File: config.mk
export PLATFORM = sky130hd
export DESIGN_NAME = parcel_unpacker
export DESIGN_NICKNAME = d
export VERILOG_FILES = /design/src/rtl/parcel_unpacker.sv
export SDC_FILE = /design/constraint.sdc
export NUM_CORES = 1
export LEC_CHECK = 0
export ABC_AREA = 1
export BUFFER_PORTS_ARGS = -buffer_cell sky130_fd_sc_hd__clkbuf_2
export CAP_MARGIN = 20
export CORE_AREA = 2 2 106 108
export DETAILED_ROUTE_END_ITERATION = 8
export DIE_AREA = 0 0 108 110
export PLACE_DENSITY = 0.85
export REMOVE_ABC_BUFFERS = 1
export SLEW_MARGIN = 40
export SYNTH_ARGS = -nofsm -noshare
export SYNTH_HDL_FRONTEND = slang
export SYNTH_SLANG_ARGS = --single-unit
File: constraint.sdc
create_clock -name clk -period 4.6 [get_ports clk]
set_input_delay 0.46 -clock clk [delete_from_list [all_inputs] [get_ports clk]]
set_output_delay 0.46 -clock clk [all_outputs]
set_load 0.005 [all_outputs]
File: src/rtl/parcel_unpacker.sv
module parcel_unpacker #(
  parameter int PARCEL_W = 15,
  parameter int PARCELS = 4,
  parameter int OP_W = 6,
  parameter int REG_W = 3,
  parameter logic [2**OP_W-1:0] LONG_OPS = 64'h0000_FF00_0000_00FE,
  parameter logic [OP_W-1:0] EXT_OP_A = 6'o01,
  parameter logic [OP_W-1:0] EXT_OP_B = 6'o27
) (
  input  logic clk,
  input  logic rst_n,
  input  logic word_valid,
  input  logic [PARCEL_W*PARCELS-1:0] word_data,
  output logic word_ready,
  input  logic flush,
  input  logic insn_ready,
  output logic insn_valid,
  output logic [OP_W-1:0] insn_op,
  output logic insn_ext,
  output logic [REG_W-1:0] insn_sub,
  output logic insn_long,
  output logic [REG_W-1:0] insn_i,
  output logic [REG_W-1:0] insn_j,
  output logic [2*PARCEL_W-OP_W-2*REG_W-1:0] insn_k,
  output logic [$clog2(PARCELS)-1:0] insn_pos
);
  localparam int WORD_W = PARCEL_W * PARCELS;
  localparam int LONG_W = 2 * PARCEL_W;
  localparam int K_W = LONG_W - OP_W - 2 * REG_W;
  localparam int POS_W = $clog2(PARCELS);
  localparam int CNT_W = POS_W + 1;

  logic [WORD_W-1:0] wbuf;
  logic have;
  logic [POS_W-1:0] pos;

  logic [WORD_W-1:0] shifted;
  logic [LONG_W-1:0] window;
  logic [CNT_W-1:0] nxt;
  logic pad, fire, ends, drain, load;

  assign shifted = wbuf << (PARCEL_W * int'(pos));
  assign window = shifted[WORD_W-1 -: LONG_W];

  assign insn_op = window[LONG_W-1 -: OP_W];
  assign insn_i = window[LONG_W-OP_W-1 -: REG_W];
  assign insn_j = window[LONG_W-OP_W-REG_W-1 -: REG_W];
  assign insn_long = LONG_OPS[insn_op];
  assign insn_ext = (insn_op == EXT_OP_A) || (insn_op == EXT_OP_B);
  assign insn_sub = insn_ext ? insn_i : '0;
  assign insn_k = insn_long ? window[K_W-1:0]
                            : {{(K_W-REG_W){1'b0}}, window[K_W-1 -: REG_W]};
  assign insn_pos = pos;

  assign pad = have && insn_long && (pos == POS_W'(PARCELS-1));
  assign insn_valid = have && !pad;
  assign fire = insn_valid && insn_ready;
  assign nxt = {1'b0, pos} + (insn_long ? CNT_W'(2) : CNT_W'(1));
  assign ends = nxt >= CNT_W'(PARCELS);
  assign drain = pad || (fire && ends);
  assign word_ready = !have || drain || flush;
  assign load = word_valid && word_ready;

  always_ff @(posedge clk or negedge rst_n) begin
    if (!rst_n) begin
      have <= 1'b0;
      pos <= '0;
      wbuf <= '0;
    end else if (load) begin
      have <= 1'b1;
      pos <= '0;
      wbuf <= word_data;
    end else if (flush || drain) begin
      have <= 1'b0;
      pos <= '0;
    end else if (fire) begin
      pos <= nxt[POS_W-1:0];
    end
  end
endmodule


---- After elaboration in Yosys (flattened, before gate mapping) ----
Memories as Yosys holds them, arrays and structs flattened.
Cells that the tools add are included.
operators by class
  add/sub/neg operators ................... 1
  multipliers ............................. 1
  order comparisons ....................... 2
  eq/ne operators ......................... 3
  shift operators ......................... 1
  muxes and demuxes ....................... 9
  reductions and logical operators ........ 15
operator list
  operator                                                               count
  60-bit by 6-bit left shift with 60-bit output                          1
  18-bit two-way mux                                                     1
  2-bit two-way mux                                                      4
  6-bit by 7-bit < comparator with 1-bit output, second input constant   1
  6-bit by 1-bit equality test with 1-bit output, second input constant  1
  6-bit by 5-bit equality test with 1-bit output, second input constant  1
  1-bit logical AND                                                      6
  4-bit by 2-bit multiplier with 6-bit output, first input constant      1
  1-bit logical OR                                                       5
  2-bit by 2-bit adder with 3-bit output                                 1
  3-bit >= comparator, second input constant                             1
  1-bit two-way mux                                                      3
  3-bit two-way mux                                                      1
  3-bit nonzero test                                                     1
  2-bit equality test, second input constant                             1
  1-bit logical NOT                                                      2
  2-bit nonzero test                                                     1
storage, ports and cells
  bits in registers ....................... 63
  bits in read-only memories .............. 64
  bits of input ports ..................... 65
  output and inout bits ................... 39
  logic and storage cells ................. 36
  memories ................................ 1
memories
  memory            depth  bits a word  read ports  clocked after memory_dff  write ports  line  source
  (name not given)  64     1            1           0                         0            48    assign insn_long = LONG_OPS[insn_op];

---- Logic depth before layout (Yosys ltp) ----
  word-level depth ........................ 15
  mapped depth ............................ 30
  depth with buffers taken out ............ 22

---- Worst setup path after synthesis ----
Ideal clock, no wire load.
  path kind ............................... flip-flop to output port
  start ................................... reg pos[0], in the netlist insn_pos[0]
  end ..................................... out word_ready
  arrival time ............................ 4.038 ns
  slack ................................... 0.102 ns
  cell stages (with the launch flop) ...... 27
  path buffers ............................ 9
  path through ............................ dfrtp_1 > buf_4 > inv_4 > buf_2 > buf_2 > ha_1 > buf_2 > inv_2 > buf_4 > buf_6 > nand3_1 > nand3_1 > inv_1 > a21oi_1 > nand2_1 > nand2_1 > nand3_1 > nand2_1 > nand2_1 > buf_4 > inv_1 > buf_2 > ha_1 > inv_1 > fa_1 > o2111ai_4 > buf_2
between the ends
  cells in the longest elaborated chain, start to end .. 13
  elaborated cells on any way between the ends .. 17
  those cells by class .................... add/sub: 1; mul: 1; order compare: 1; eq/ne: 1; shift: 1; mux: 2; reduce/logical: 9; memory: 1
RTL lines
  item                                                                                            line  source
  start: declaration                                                                              35    logic [POS_W-1:0] pos;
  start signal: assignment                                                                        77    pos <= nxt[POS_W-1:0];
  4-bit by 2-bit multiplier with 6-bit output *                                                   42    assign shifted = wbuf << (PARCEL_W * int'(pos));
  60-bit by 6-bit left shift with 60-bit output *                                                 42
  memory 64 x 1 bit *                                                                             n/a
  1-bit two-way mux (implied by the code) *                                                       48
  net insn_long                                                                                   21    output logic insn_long,
  parallel branches: the longest is 6 deep, another holds 2-bit by 2-bit adder with 3-bit output  n/a
  1-bit logical OR *                                                                              60    assign drain = pad || (fire && ends);
  1-bit logical OR * (2 in series)                                                                61    assign word_ready = !have || drain || flush;
  end: declaration                                                                                14    output logic word_ready,
Mark *: on every way through the listed nets, which the timed path passes. The select of a mux whose other input is x is not followed.

---- Worst setup path in the final report ----
  start ................................... reg pos[1], in the netlist insn_pos[1]
  end ..................................... out word_ready
between the ends
  cells in the longest elaborated chain, start to end .. 13
  elaborated cells on any way between the ends .. 17
  those cells by class .................... add/sub: 1; mul: 1; order compare: 1; eq/ne: 1; shift: 1; mux: 2; reduce/logical: 9; memory: 1
RTL lines
  item                                                                                                  line
  parallel branches: the longest is 10 deep, another holds 4-bit by 2-bit multiplier with 6-bit output  n/a
  1-bit logical OR *                                                                                    60
  1-bit logical OR * (2 in series)                                                                      61
Mark *: on every way between the ends. The select of a mux whose other input is x is not followed.

==> key figures <==
Route
  – Detailed Route WL: 17800 µm
  – Via Count: 6425
  – Initial drt markers: 635
  – # DRC: 0
  – Initial DRT Pass Iterations: 5
  – Post-DR vias/cell: 5.71
  – Routed length per instance: 15.8 µm
  – Final ANT Viol Nets: 0

STA
  – Final hold vios: 0
  – Slew margin rel.: 0.514
  – Final worst-path cycle share: 0.941
  – Fmax: 0.231 GHz
  – Final setup viols: 0
  – Period minus WS final: 4.33 ns
  – Slew Viols, Final: 0
  – Tightest Pin Transition: 0.728 ns
  – Clock skew: 0.00973 ns

Place
  – # port buffers: 103
  – DP Area: 6030 µm²
  – Hpwl dp: 12800 µm
  – RePlAce Congestion: 0.977

Power and ir drop
  – LEAKAGE: 0.00339 µW
  – Worst IR Drop VDD: 267 µV
  – Pwr Total: 3860 µW
  – PwrDens: 608 nW/µm²

Critical path
  – Buffer and inverter count on the worst path: 6
  – Crit path DAT: 3.87 ns
  – CP endpoint kind: output pin
  – Crit-path leading delay family: adder cells
  – CP dominant cell by count: nand2_1
  – Cell-by-cell trace of the critical path: inv_1 -> ha_2 -> buf_4 -> nand3_1 -> nand3_1 -> nand2_1 -> nand2_1 -> nand3_1 -> nand2_1 -> nand3_1 -> nand2_1 -> nand2_1 -> inv_1 -> ha_1 -> inv_1 -> fa_1 -> o2111ai_4 -> buf_12 -> clkbuf_2
  – Critical Path RT: 4.14 ns
  – CP Max Fanout: 30
  – Worst Setup Start Kind: flop
  – Critical path class: flop to output pin
  – Critical Path Max Stage Delay: 0.45 ns
  – Worst path slowest cell: dfrtp_1

CTS
  – Clk slew on worst S/H paths: 0.08 ns
  – Hold Buf Count CTS: 0
  – CTS H-tree lvls: 3
  – Clk_lat worst skew: 0.36 ns
  – Maximum clock insertion buffer count: 2
  – Sink Count: 63
  – Clock root cell: clkbuf_8
  – Num CTS Buffers: 9
  – CTS tree: done

Cells and area
  – Fraction of layout cells with a size suffix above 1: 0.160
  – Fin util: 0.593
  – # fillers: 1126
  – Multi-input logic area: 3400 µm²
  – Design area: 6340 µm²
  – Nets: 1052
  – Layout area overhead: 15.1%
  – Diode count: 0
  – FF/Latch Area: 1580 µm²

Floorplanning
  – Die width: 108 µm
  – FP Rows: 38
  – # IOs: 104
  – Core Region: 10700 µm²
  – Starting Density: 0.515
  – Die footprint: 11900 µm²
  – Die Ht: 110 µm

Logic synthesis
  – Synth warn: 0
  – Post-Syn Instances: 911
  – Yosys reg bits: 63
  – Cell accounting for the most synthesized area: dfrtp_1
  – Yosys cell types: 37
  – Syn Area/Cell: 6.05 µm²
  – FFs w/ async S/R, synth: 1.00
  – Ys flop type: dfrtp_1
  – Yosys top cell area share: 0.286
  – Mapped cell area: 5510 µm²
  – Top post-synthesis cells by area: dfrtp_1, nand2_1, nand3_1
  – EDFF count, synth: 0
  – Register area share after synthesis: 0.286

GRT
  – Gr ovfl total: 0
  – First-pass GRT wire length: 28600 µm
  – Initial antenna violation count: 0
  – Vias in the first global route: 5681
  – GRT Overall Usage: 0.305
  – Largest net degree at the start of global routing: 64

Outcome
  – Status: completed

Flow run
  – Maxcap violations: 0

Worst hold path
  – HP Class: primary input to async pin
-- kinds of logic after synthesis --
logic type / Yosys count / synth area share
and+or+nand+nor: 622 / 0.481
adders and majority gates: 6 / 0.0150
muxes: 5 / 0.00908
AOI/OAI and AO/OA: 101 / 0.111
buffers and inverters: 114 / 0.0981
DFF: 63 / 0.286
-- cell usage after synthesis, types with 2 or more instances --
cell,instances
a21oi_1,18
a311oi_1,2
a31oi_1,10
a32oi_1,3
buf_1,16
buf_2,22
buf_4,6
buf_6,8
clkbuf_1,19
dfrtp_1,63
ha_1,5
inv_1,38
inv_2,3
mux2i_1,5
nand2_1,352
nand2_2,2
nand3_1,220
nand4_1,7
nor2_1,35
o211ai_1,13
o21ai_0,41
o21ai_1,3
o21bai_1,2
o22ai_1,4
or2_2,2
-- area by class of cell --
class                           instances  area share
Multi-Input combinational cell        734       0.536
Sequential cell                        63       0.249
Timing Repair Buffer                  130       0.122
Tap cell                              140      0.0276
Inverter                               43      0.0262
Clock buffer                           11      0.0239
Clock inverter                          5      0.0164
-- through the flow --
step,TNS [ns],hold WS [ns],setup slack [ns],std cells
floorplan,-197.12,0.164,-2.76,840
global placement,0,0.459,0.383,1105
detailed placement,0,0.464,0.305,1105
CTS,0,0.313,0.115,1121
global route,-0.00590,0.235,-0.00590,1126
finish,0,0.189,0.271,1126
-- sequential cells by signal, summed over array words and instances (netlist names) --
name	count
have	1
wbuf	60
insn_pos	2
-- worst paths after layout --
| check | slack [ns] | start | to | cells after the start |
|---|---|---|---|---|
| setup / recovery | 0.27 | insn_pos[1]$_DFFE_PN0P_ | word_ready | 19 |
| hold / removal | 0.19 | rst_n | wbuf[3]$_DFFE_PN0P_ | 2 |
| setup reg to reg | 0.48 | insn_pos[1]$_DFFE_PN0P_ | wbuf[37]$_DFFE_PN0P_ | 21 |
| hold reg to reg | 0.49 | wbuf[59]$_DFFE_PN0P_ | wbuf[59]$_DFFE_PN0P_ | 2 |
| max in group asynchronous | 4.00 | rst_n | insn_pos[0]$_DFFE_PN0P_ | 2 |
| min in group clk | 0.33 | word_data[42] | wbuf[42]$_DFFE_PN0P_ | 3 |
-- placed cells by master (no fill, tap or decap), drive strengths merged --
cell type	instances
clkinv	3
o22ai	4
a22oi	1
nand2	355
o2111ai	2
ha	5
o21ai	44
o21a	1
a21boi	1
a21oi	18
buf	27
fa	1
o21bai	2
clkbuf	114
dfrtp	63
nor2	35
nor3	1
or2	2
a31oi	10
nand3	220
and2	2
o211ai	13
inv	42
mux2i	5
a32oi	3
nand4	7
a311oi	2
bufinv	3
-- worst reg2reg max path, stage by stage (launching register included) --
cell       delay, ns
dfrtp_1         0.45
inv_1           0.11
ha_2            0.38
buf_4           0.32
nand3_1         0.18
nand3_1         0.13
nand2_1         0.12
nand2_1         0.10
nand3_1         0.07
nand2_1         0.12
nand3_1         0.08
nand2_1         0.07
nand2_1         0.09
inv_1           0.14
ha_1            0.16
inv_1           0.05
fa_1            0.43
o2111ai_4       0.26
buf_4           0.17
nand2_4         0.31
nand2_1         0.23
nand2_1         0.06
-- layer usage --
layer / vias up / track usage / share of wire
li1: 3162 / - / -
met1: 2933 / 0.429 / 0.44
met2: 288 / 0.482 / 0.45
met3: 42 / 0.0429 / 0.076
met4: 0 / 0.104 / 0.029
met5: - / 0 / 0
-- repair_timing --
| item | in CTS | in global routing |
|---|---|---|
| setup buffers | 0 | 5 |
| endpoints found under the setup margin | 0 | 61 |
| resized for setup | 0 | 2 |
| hold endpoints to repair | 0 | 0 |
-- power by group --
part | internal, µW | switching [µW]
clock network | 390 | 253
logic | 848 | 1590
registers | 674 | 104
Note: power is estimated with default switching activity, not from simulation.
